[config.mk]
export PLATFORM = sky130hd
export DESIGN_NAME = irq_status_ctrl
export DESIGN_NICKNAME = d
export VERILOG_FILES = /design/src/rtl/irq_ctrl_pkg.sv /design/src/rtl/irq_status_bank.sv /design/src/rtl/irq_mask_bank.sv /design/src/rtl/irq_read_mux.sv /design/src/rtl/irq_status_ctrl.sv
export SDC_FILE = /design/constraint.sdc
export NUM_CORES = 1
export LEC_CHECK = 0
export BUFFER_PORTS_ARGS = -buffer_cell sky130_fd_sc_hd__buf_4
export CORE_MARGIN = 2
export CORE_UTILIZATION = 40
export DETAILED_ROUTE_END_ITERATION = 8
export PLACE_DENSITY = 0.82
export SLEW_MARGIN = 30
export SYNTH_ARGS = -nofsm -noshare
export SYNTH_HDL_FRONTEND = slang
export SYNTH_SLANG_ARGS = --single-unit
[constraint.sdc]
create_clock -name clk -period 3.5 [get_ports clk]
set_clock_uncertainty 0.1 [all_clocks]
set_input_delay 0.175 -clock clk [delete_from_list [all_inputs] [get_ports clk]]
set_output_delay 0.175 -clock clk [all_outputs]
set_load 0.05 [all_outputs]
[src/rtl/irq_ctrl_pkg.sv]
package irq_ctrl_pkg;

  localparam int unsigned SEL_W = 2;

  typedef enum logic [SEL_W-1:0] {
    SEL_STATUS  = 2'd0,
    SEL_MASK    = 2'd1,
    SEL_ENABLE  = 2'd2,
    SEL_DISABLE = 2'd3
  } reg_sel_e;

  // Sticky status update: a new event takes precedence over a clear.
  function automatic logic [31:0] sticky_next(input logic [31:0] cur,
                                              input logic [31:0] clr,
                                              input logic [31:0] set,
                                              input logic [31:0] impl);
    sticky_next = ((cur & ~clr) | set) & impl;
  endfunction

  // Mask update from the enable (clear) and disable (set) strobes.
  function automatic logic [31:0] mask_next(input logic [31:0] cur,
                                            input logic [31:0] unmask,
                                            input logic [31:0] remask,
                                            input logic [31:0] impl);
    mask_next = ((cur & ~unmask) | remask) & impl;
  endfunction

  // Sources that are set and allowed through.
  function automatic logic [31:0] pending_vec(input logic [31:0] st,
                                              input logic [31:0] mk);
    pending_vec = st & ~mk;
  endfunction

endpackage

[src/rtl/irq_status_bank.sv]
module irq_status_bank
  import irq_ctrl_pkg::*;
#(
  parameter int unsigned     DATA_W    = 32,
  parameter logic [DATA_W-1:0] IMPL_MASK = 32'h8000_7FFF
) (
  input  logic              clk,
  input  logic              rst_n,
  input  logic [DATA_W-1:0] evt,
  input  logic [DATA_W-1:0] clr,
  output logic [DATA_W-1:0] status_q
);

  logic [DATA_W-1:0] status_d;

  always_comb begin
    status_d = sticky_next(status_q, clr, evt, IMPL_MASK);
  end

  always_ff @(posedge clk or negedge rst_n) begin
    if (!rst_n) begin
      status_q <= '0;
    end else begin
      status_q <= status_d;
    end
  end

endmodule

[src/rtl/irq_mask_bank.sv]
module irq_mask_bank
  import irq_ctrl_pkg::*;
#(
  parameter int unsigned     DATA_W    = 32,
  parameter logic [DATA_W-1:0] IMPL_MASK = 32'h8000_7FFF
) (
  input  logic              clk,
  input  logic              rst_n,
  input  logic [DATA_W-1:0] unmask,
  input  logic [DATA_W-1:0] remask,
  output logic [DATA_W-1:0] mask_q
);

  logic [DATA_W-1:0] mask_d;

  always_comb begin
    mask_d = mask_next(mask_q, unmask, remask, IMPL_MASK);
  end

  always_ff @(posedge clk or negedge rst_n) begin
    if (!rst_n) begin
      mask_q <= IMPL_MASK;
    end else begin
      mask_q <= mask_d;
    end
  end

endmodule

[src/rtl/irq_read_mux.sv]
module irq_read_mux
  import irq_ctrl_pkg::*;
#(
  parameter int unsigned DATA_W = 32
) (
  input  logic [SEL_W-1:0]  sel,
  input  logic [DATA_W-1:0] status_q,
  input  logic [DATA_W-1:0] mask_q,
  output logic [DATA_W-1:0] rdata
);

  always_comb begin
    unique case (reg_sel_e'(sel))
      SEL_STATUS: rdata = status_q;
      SEL_MASK:   rdata = mask_q;
      default:    rdata = '0;
    endcase
  end

endmodule

[src/rtl/irq_status_ctrl.sv]
module irq_status_ctrl
  import irq_ctrl_pkg::*;
#(
  parameter int unsigned       DATA_W    = 32,
  parameter logic [DATA_W-1:0] IMPL_MASK = 32'h8000_7FFF
) (
  input  logic              clk,
  input  logic              rst_n,
  input  logic [DATA_W-1:0] evt_i,
  input  logic              bus_we_i,
  input  logic [SEL_W-1:0]  bus_waddr_i,
  input  logic [DATA_W-1:0] bus_wdata_i,
  input  logic [SEL_W-1:0]  bus_raddr_i,
  output logic [DATA_W-1:0] bus_rdata_o,
  output logic              irq_o
);

  // Decoded write strobes, brought out for the checker.
  logic              wr_status;
  logic              wr_enable;
  logic              wr_disable;
  logic [DATA_W-1:0] clr_vec;
  logic [DATA_W-1:0] unmask_vec;
  logic [DATA_W-1:0] remask_vec;
  logic [DATA_W-1:0] status_q;
  logic [DATA_W-1:0] mask_q;
  logic [DATA_W-1:0] pend_vec;
  logic              irq_q;

  always_comb begin
    wr_status  = bus_we_i && (reg_sel_e'(bus_waddr_i) == SEL_STATUS);
    wr_enable  = bus_we_i && (reg_sel_e'(bus_waddr_i) == SEL_ENABLE);
    wr_disable = bus_we_i && (reg_sel_e'(bus_waddr_i) == SEL_DISABLE);
    clr_vec    = wr_status  ? bus_wdata_i : '0;
    unmask_vec = wr_enable  ? bus_wdata_i : '0;
    remask_vec = wr_disable ? bus_wdata_i : '0;
  end

  irq_status_bank #(
    .DATA_W    (DATA_W),
    .IMPL_MASK (IMPL_MASK)
  ) i_status (
    .clk      (clk),
    .rst_n    (rst_n),
    .evt      (evt_i),
    .clr      (clr_vec),
    .status_q (status_q)
  );

  irq_mask_bank #(
    .DATA_W    (DATA_W),
    .IMPL_MASK (IMPL_MASK)
  ) i_mask (
    .clk    (clk),
    .rst_n  (rst_n),
    .unmask (unmask_vec),
    .remask (remask_vec),
    .mask_q (mask_q)
  );

  irq_read_mux #(
    .DATA_W (DATA_W)
  ) i_rmux (
    .sel      (bus_raddr_i),
    .status_q (status_q),
    .mask_q   (mask_q),
    .rdata    (bus_rdata_o)
  );

  always_comb begin
    pend_vec = pending_vec(status_q, mask_q);
  end

  always_ff @(posedge clk or negedge rst_n) begin
    if (!rst_n) begin
      irq_q <= 1'b0;
    end else begin
      irq_q <= |pend_vec;
    end
  end

  assign irq_o = irq_q;

endmodule

# After elaboration in Yosys (flattened, before gate mapping)
# Index checks and enable logic that the tools add are counted.
# word_totals
latchBits,0
mem_count,0
ff_bits,33
output_inout_bits,33
word_cells,24
rom_bits,0
mem_bits_rw,0
input_bits,71
# classes
n_eq_ne,3
order_cmp,0
add_sub_neg,0
n_reduce_logical,6
mux,4
multipliers,0
shifts,0
bitwise,8
div,0
# ops
op,count
32-bit AND,3
32-bit two-way mux,3
32-bit inverter,3
32-bit bitwise OR,2
32-bit case mux with 2 select lines,1
32-bit OR reduction,1
"2-bit equality test, second input constant",2
2-bit zero test,2
1-bit logical AND,3
"2-bit by 1-bit equality test with 1-bit output, second input constant",1

# Depth between registers and ports, before layout
# Gate-level depths: netlist of the first run.
# depth
word_depth,6
depth_mapped,5
ltp_nobuf,3

# Hierarchy
# Synthesis of the first run repeated with hierarchy kept, for this count alone.
# unflattened
hier_cells,364
hier_area_um2,2949.1
# modules_own_cells
mod,seq_area_each_um2,n_inst,cells_per_inst,area_each_um2
irq_status_ctrl,25.0,1,163,997.2
irq_mask_bank,420.4,1,65,724.4
irq_status_bank,400.4,1,65,704.4
irq_read_mux,0.0,1,71,523.0

# Worst setup path after synthesis of the first run
# Ideal clock, no wire load.
# synth_timing
kind,input port to output port
from,input port bus_raddr_i[0]
to,output port bus_rdata_o[10]
required_ns,3.225
arrival_time_ns,1.313
path_slack_ns,1.912
stages,4
n_path_buf,2
path_cell_list,buf_2 > buf_4 > mux2i_1 > nor2_1
# synth_via
elab_chain_cells,2
word_cells_on_any_way,3
cone_classes,eq/ne: 1; mux: 1; reduce/logical: 1
# synth_rtl
element,line,rtl
start: declaration,irq_status_ctrl.sv:13,"input logic [SEL_W-1:0] bus_raddr_i,"
2-bit by 1-bit equality test with 1-bit output / 2-bit zero test (equally long branches),irq_read_mux.sv:13,unique case (reg_sel_e'(sel))
32-bit case mux with 2 select lines (*),irq_read_mux.sv:13,
end: declaration,irq_status_ctrl.sv:14,"output logic [DATA_W-1:0] bus_rdata_o,"
# Every way passes the cells marked *; elsewhere a longest branch is shown, timed or not.

# Worst setup path in the final report of the first run
# layout_timing
from,register i_mask.mask_q[6]
to,output port bus_rdata_o[6]
# layout_via
elab_chain_cells,1
# layout_rtl
element,line,rtl
start: declaration,irq_mask_bank.sv:11,output logic [DATA_W-1:0] mask_q
start signal: assignment,irq_mask_bank.sv:24,mask_q <= mask_d;
32-bit case mux with 2 select lines,irq_read_mux.sv:13,
# Every way passes these cells.

==> results of run 1 <==
state kept, by name, summed over array words and instances, names as in the netlist:
signal,count
irq_o,1
i_status.status_q,16
i_mask.mask_q,16
placed cells by master, fill, tap and decap left out, drive strengths merged:
master / count
a2111oi: 4
a21o: 16
and2: 1
buf: 55
clkbuf: 8
conb: 16
dfrtp: 17
dfstp: 16
dlygate4sd3: 17
inv: 4
mux2: 16
mux2i: 16
nand2: 32
nand4: 1
nor2: 16
nor2b: 12
nor3b: 1
worst paths after layout:
kind	from	end	slack, ps	cells after the start
setup / recovery	i_mask.mask_q[6]	bus_rdata_o[6]	1990	3
hold / removal	bus_wdata_i[7]	i_status.status_q[7]	90	3
setup reg to reg	i_mask.mask_q[11]	irq_o	2020	3
hold reg to reg	i_status.status_q[14]	i_status.status_q[14]	400	1
max in group asynchronous	rst_n	i_mask.mask_q[3]	2670	2
min in group asynchronous	rst_n	i_status.status_q[11]	290	2
where the power goes:
part	internal, mW	leakage, nW	switching, mW
clock network	0.141	0.0395	0.126
logic	0.139	0.760	0.189
registers	0.450	0.323	0.0327
total	0.730	1.12	0.348
final cells by class:
class	count	share of cell area
timing repair buffer	72	0.236
clock buffer	8	0.0324
sequential	33	0.343
tap	52	0.0264
multi-input combinational	131	0.356
inverter	4	0.00608
cell families (layout without fill, tap and decap cells):
family / count (synthesis) / after routing / share of synthesized area
simple gates: 63 / 63 / 0.153
flops: 33 / 33 / 0.452
mux: 32 / 32 / 0.202
buf+inv: 29 / 84 / 0.109
compound gates: 20 / 20 / 0.0828
other cells: 1 / 16 / 0.00200
layer usage:
layer,vias up,GRT usage
li1,690,-
met1,660,0.228
met2,43,0.280
met3,2,0.0444
met4,0,0.0432
met5,-,0
through the flow:
| stage | hold slack [ps] | cell area (µm²) | cells | setup slack, ps | util |
|---|---|---|---|---|---|
| final | 85.8 | 2470 | 300 | 1990 | 0.555 |
| after global routing | 84.1 | 2470 | 300 | 1900 | 0.555 |
| after CTS | 75.2 | 2470 | 300 | 1980 | 0.555 |
| after detailed placement | 46.3 | 2220 | 275 | 1920 | 0.499 |
| after global placement | 37.7 | 2220 | 275 | 1950 | 0.499 |
| after floorplan | -221 | 1930 | 193 | 1910 | - |
critical path, cell delays in order, from the launching register on:
cell	delay, ps
dfstp_2	540
mux2i_1	70
nor2_1	140
buf_4	220
timing repair:
item	4_1_cts	5_1_grt
hold endpoints to repair	33	0
hold buffers	17	0
setup buffers	0	0
==> results.yml, run 1 <==
run_status:
  status: "completed"
routing:
  wl_met1_um: 1940
  antenna_left: 0
  routed_wirelength_um: 4220
  drt_pass1_iterations: 4
  wl_per_cell_um: 14.1
  dr.max_layer_used: "met4"
  wl_met3_um: 202
  routed_via_density: 4.65
  drt_iter0_drc: 66
  vias: 1395
  drc: 0
  wl_met2_um: 2050
global_routing:
  grtUsageTotal: 0.172
  antenna_found_initial: 0
  grt_pass1_wl_um: 6850
  grt_pass1_vias: 1406
  grt_start_max_net_pins: 34
  grt_overflow: 0
clock_tree:
  htree_levels: 2
  cts_sinks: 33
  clk_latency_ps: 270
  cts_buffers: 5
  cts_resized: 0
  cts_tree: "built"
  root_buffer: "clkbuf_8"
  clkTransAtPathRegs_ps: 60
  cts.path.max_buffers: 2
cells_and_area:
  nets: 318
  nFillCells: 404
  drive_gt1_frac: 0.375
  multi_input_area_um2: 880
  seq_area_um2: 846
  areaGrowthSynthToFinish_pct: 31.8
  antenna_cells: 0
sta:
  worst_slew_pin_slew_ps: 770
  final-setup-viol-count: 0
  slew_headroom: 0.486
  final_hold_viol_count: 0
  fin_tns_setup_ps: 0
  post-route-period-util: 0.433
  fmax_mhz: 660
  min_period_ps: 1510
  slew_viol_final: 0
  rsz0062_at_grt: "no"
synth:
  synth.top_cells.by_count: "32 x nand2_1, 17 x buf_4, 17 x dfrtp_1"
  synth_cell_type_count: 20
  synthArstFlopShare: 1.00
  synth-main-ff-cell: "dfrtp_1"
  avgSynthCellArea_um2: 10.5
  yosys.area.top_type: "dfrtp_1"
  synth_edf_count: 0
  ys_seq_elements: 33
  synth_top_area_share: 0.227
  synth.most_common_cell: "nand2_1"
  yosysSeqAreaShare: 0.452
  ys_warn_count: 0
  syn_area_um2: 1870
  synth_area_leaders: "dfrtp_1 23%, dfstp_2 22%, mux2i_1 8.6%"
  synth_cells: 178
setup_path:
  crit_path_end_kind: "output port"
  arrival_ps: 1240
  worst_setup_path_start_kind: "register"
  required_ps: 3220
  critPathMaxFanout: 3
  critPathKind: "reg2out"
power_and_ir_drop:
  p_leak_nw: 1.12
  power_mw: 1.08
  power.density_nw_per_um2: 437
  peakVddDrop_mv: 0.259
floorplan:
  die_w_um: 72.4
  die_h_um: 72.4
  io_pins: 104
  row_count: 24
  core_area_um2: 4440
  die_area_um2: 5250
  initial_core_util: 0.421
placement:
  dp_hpwl_um: 2870
  port-buffer-count: 55
  gp_congestion: 0.742
flow_run:
  max_cap_violations: 0
hold_path:
  hold_path_class: "in2reg"
No activity file was read; power rests on OpenSTA's default activity.
==> run 2: changes to the inputs <==
Clock period 3.5 ns to 1.41 ns, I/O delays scaled along.
==> run 2 against run 1 <==
Net effect: the run now ends with hold timing, setup timing left; wire length rose by 14%; global-route usage is 2.0 points higher; utilization increased by 11 points; worst setup slack worse by 2100 ps; sequential power rose by 150%; combinational power grew to 3.2 times the previous value; final cell count up 13%; sequential share of layout area decreased by 5.8 points; hold slack got worse by 97 ps; total power increased to 2.9 times the previous value; via count up 13%; critical path type unchanged; critical endpoint is now bus_rdata_o[14]; highest routed layer unchanged.
==> results.yml, run 2 (synthesis results as in run 1) <==
placement:
  post-place-ws_ps: -89.4
  port-buffer-count: 55
  gp_congestion: 0.771
  dp_hpwl_um: 2980
  placed_cells: 296
floorplan:
  core_area_um2: 4440
  die_w_um: 72.4
  die_h_um: 72.4
  row_count: 24
  initial_core_util: 0.421
  die_area_um2: 5250
  io_pins: 104
cells_and_area:
  antenna_cells: 0
  final_common_cell: "buf_4"
  final_core_utilization: 0.668
  drive_gt1_frac: 0.434
  final_cell_mix: "57 x buf_4, 32 x nand2_1, 31 x dlygate4sd3_1, 20 x buf_6, 17 x dfrtp_1"
  nFillCells: 342
  nets: 356
  areaGrowthSynthToFinish_pct: 58.4
  multi_input_area_um2: 916
  fin_cells: 338
  seq_area_um2: 846
setup_path:
  required_ps: 1240
  worst_setup_path_start_kind: "register"
  ff2ff_path_depth: 4
  crit_path_end_kind: "output port"
  critPathKind: "reg2out"
  critPathMaxFanout: 2
  arrival_ps: 1310
clock_tree:
  htree_levels: 2
  clkTransAtPathRegs_ps: 70
  cts_sinks: 33
  clk_latency_ps: 280
  cts_tree: "built"
  cts.path.max_buffers: 2
  cts_buffers: 5
  root_buffer: "clkbuf_8"
sta:
  final-setup-viol-count: 8
  final_hold_viol_count: 1
  holdWs_ps: -11.1
  slew_headroom: 0.545
  rsz0062_at_grt: "yes"
  worst_slew_pin_slew_ps: 682
  post-route-period-util: 1.05
  min_period_ps: 1480
  fmax_mhz: 677
  fin_tns_setup_ps: -220
  slew_viol_final: 0
  timing.final.ws_setup_ps: -66.5
flow_run:
  max_cap_violations: 0
power_and_ir_drop:
  peakVddDrop_mv: 0.564
  power_switching_mw: 0.953
  p_leak_nw: 1.33
  combinationalPowerShare: 0.330
  power_frac_seq: 0.379
  power.density_nw_per_um2: 1060
  clockPowerShare: 0.290
  p_int_mw: 2.19
  swShare: 0.304
routing:
  drc: 0
  drt_pass1_iterations: 4
  wl_per_cell_um: 14.2
  routed_wirelength_um: 4790
  drt_iter0_drc: 59
  routed_via_density: 4.65
  vias: 1571
  antenna_left: 0
run_status:
  violations: "hold timing, setup timing"
  status: "finished with violations"
global_routing:
  antenna_found_initial: 0
  grt_pass1_vias: 1608
  grt_pass1_wl_um: 7580
  grt_start_max_net_pins: 34
  grtUsageTotal: 0.192
  grt_overflow: 0
hold_path:
  hold_path_class: "in2reg"
  hold_depth: 3
-- run 2: cell count changes in the layout (fill, tap and decap cells not counted), sizes merged --
cell and delta:
dlygate4sd3 +14, buf +23, bufinv +1
-- run 2: critical path, stage by stage (launching register included) --
cell	delay (ps)
dfstp_2	540
buf_6	90
mux2i_1	60
nor2_1	150
buf_6	180
-- run 2: power groups by stage --
| stage | combinational [mW] | sequential, mW | clock, mW |
|---|---|---|---|
| after detailed placement | 0.891 | 1.19 | 0 |
| after global placement | 0.878 | 1.19 | 0 |
| after floorplan | 0.603 | 1.19 | 0 |
| final | 1.04 | 1.19 | 0.912 |
| after CTS | 0.985 | 1.19 | 0.930 |
| after global routing | 1.10 | 1.21 | 0.987 |
-- run 2: per-layer routing --
layer  global-route usage  vias up  wire, µm
met1                0.237      746      2020
met3               0.0361        5       189
met4               0.0679        0        55
li1                     -      776         -
met2                0.334       44      2530
met5                    0        -         0
-- run 2: worst paths after layout --
path | from | endpoint | slack, ps
max | i_mask.mask_q[14] | bus_rdata_o[14] | -70
min | bus_wdata_i[8] | i_status.status_q[8] | -10
max reg2reg | i_mask.mask_q[13] | irq_o | 10
min reg2reg | i_status.status_q[5] | i_status.status_q[5] | 470
max in group asynchronous | rst_n | i_mask.mask_q[13] | 700
min in group asynchronous | rst_n | i_status.status_q[9] | 180
-- run 2: area by class of cell --
type | instances | area share
timing repair buffer | 110 | 0.340
clock inverter | 1 | 0.0101
multi-input combinational | 131 | 0.309
inverter | 4 | 0.00506
sequential | 33 | 0.285
clock buffer | 7 | 0.0291
tap | 52 | 0.0219
-- run 2: per-stage QoR --
stage	power [mW]	cell area, µm²
floorplan	1.79	1930
global placement	2.06	2390
detailed placement	2.08	2390
CTS	3.10	2860
global route	3.30	2970
finish	3.14	2970
-- run 2: repair_timing --
item	4_1_cts	5_1_grt
pin swaps	2	6
setup endpoints to repair	10	23
buffers inserted	0	4
gates cloned	0	1
resized for setup	15	14
hold buffers	32	0
hold endpoints to repair	49	0
==> run 3: changes to the inputs <==
Settings changed: RECOVER_POWER set to 100.
==> run 3 against run 2 <==
Net effect: the run still ends with hold timing, setup timing left; sequential power is essentially flat; combinational power about the same; first-iteration DRC count fell by 15%; die area unchanged; largest power group unchanged; register-to-register slack hardly changed; wire length shrank 0.27%; sequential share of layout area rose by 0.40 points; clock-buffer cell count unchanged; via count about the same; critical path depth is the same; flip-flop and latch count stayed put.
==> results.yml, run 3 (synthesis results as in run 1) <==
cells_and_area:
  areaGrowthSynthToFinish_pct: 56.2
  final_cell_mix: "55 x buf_4, 32 x nand2_1, 31 x dlygate4sd3_1, 18 x buf_6, 17 x dfrtp_1"
  final_common_cell: "buf_4"
  antenna_cells: 0
  final_cell_area_um2: 2930
  drive_gt1_frac: 0.423
  nets: 356
sta:
  final-setup-viol-count: 9
  worst_slew_pin_slew_ps: 983
  min_period_ps: 1480
  timing.final.ws_setup_ps: -66.9
  slew_viol_final: 0
  holdWs_ps: -10.9
  rsz0062_at_grt: "yes"
  fin_tns_setup_ps: -236
  final_hold_viol_count: 1
  post-route-period-util: 1.05
  fmax_mhz: 677
  slew_headroom: 0.344
placement:
  dp_hpwl_um: 2980
  gp_congestion: 0.771
  post-place-ws_ps: -89.4
  port-buffer-count: 55
  placed_area_um2: 2390
setup_path:
  critPathSlowestCell: "dfstp_2"
  worstPathCellList: "buf_6 > mux2i_1 > nor2_1 > buf_6"
  arrival_ps: 1310
  required_ps: 1240
  ff2ff_path_depth: 4
  r2r_end: "irq_o"
  critPathMaxStageDelay_ps: 540
  crit_path_end_kind: "output port"
  rrSetupSlack_ps: 10
  cp_common_cell: "buf_6"
  rr_startpoint: "i_mask.mask_q[13]"
  crit_start: "i_mask.mask_q[14]"
  worst_setup_path_start_kind: "register"
  critPathMaxFanout: 2
  critPathKind: "reg2out"
  cp-endpoint: "bus_rdata_o[14]"
floorplan:
  die_area_um2: 5250
  core_area_um2: 4440
  row_count: 24
  io_pins: 104
  initial_core_util: 0.421
  die_w_um: 72.4
  die_h_um: 72.4
routing:
  routed_wirelength_um: 4780
  wl_per_cell_um: 14.1
  routed_via_density: 4.64
  vias: 1570
  drt_iter0_drc: 50
  drt_pass1_iterations: 4
  drc: 0
  antenna_left: 0
clock_tree:
  root_buffer: "clkbuf_8"
  clk_latency_ps: 280
  clkTransAtPathRegs_ps: 70
  cts.path.max_buffers: 2
  htree_levels: 2
  cts_tree: "built"
  cts_buffers: 5
  cts_sinks: 33
global_routing:
  grt_pass1_vias: 1608
  grt_pass1_wl_um: 7580
  grt_overflow: 0
  antenna_found_initial: 0
  grtUsageTotal: 0.192
  grt_start_max_net_pins: 34
power_and_ir_drop:
  power.density_nw_per_um2: 1070
  peakVddDrop_mv: 0.564
  p_leak_nw: 1.31
  power_mw: 3.13
run_status:
  status: "finished with violations"
  violations: "hold timing, setup timing"
flow_run:
  max_cap_violations: 0
hold_path:
  hold_path_class: "in2reg"
[run 3: cell count changes in the layout (fill, tap and decap cells not counted), sizes merged]
| cell | previous run | this run |
|---|---|---|
| buf | 78 | 74 |
| clkbuf | 8 | 12 |
[run 3: final cells by class]
class                           instances  area [µm²]
Fill cell                             351        1520
Clock buffer                            7        86.3
Timing Repair Buffer                  110         967
Tap cell                               52        65.1
Multi-Input combinational cell        131         916
Sequential cell                        33         846
Inverter                                4        15.0
Clock inverter                          1        30.0
[run 3: critical path: cells and delay by family, from the launching register on]
kind,cells,cell delay (ps)
buffers and inverters,2,270
flip-flops,1,540
multiplexers,1,60
AND/OR/NAND/NOR,1,150
[run 3: power by group]
group	internal, mW	total, mW	leakage, nW	switching, mW
clock	0.576	0.913	0.0585	0.337
sequential	1.12	1.19	0.323	0.0752
combinational	0.484	1.02	0.931	0.541
[run 3: through the flow]
stage | util | std cells
finish | 0.658 | 338
floorplan | - | 193
CTS | 0.644 | 334
global placement | 0.537 | 296
detailed placement | 0.537 | 296
global route | 0.658 | 338
[run 3: how the worst min path moves through the flow]
stage                        start                   end  slack, ps  cells past startpoint
finish              bus_wdata_i[8]  i_status.status_q[8]        -10                      3
floorplan                    rst_n  i_status.status_q[0]       -330                      0
detailed placement           rst_n  i_status.status_q[8]        -60                      1
global placement             rst_n  i_status.status_q[8]        -70                      1
CTS                 bus_wdata_i[2]      i_mask.mask_q[2]         20                      3
global route        bus_wdata_i[2]      i_mask.mask_q[2]         10                      3
[run 3: repair_timing]
action,in CTS,in global routing
hold endpoints to repair,49,0
resized for setup,15,14
cloned,0,1
hold buffers,32,0
pin swaps,2,6
buffers inserted,0,4
endpoints found under the setup margin,10,23
[run 3: routing by layer]
| metal | wire (µm) | vias to the layer above | track usage |
|---|---|---|---|
| met5 | 0 | - | 0 |
| met4 | 55 | 0 | 0.0679 |
| met3 | 182 | 5 | 0.0361 |
| met2 | 2520 | 42 | 0.334 |
| met1 | 2020 | 746 | 0.237 |
| li1 | - | 777 | - |
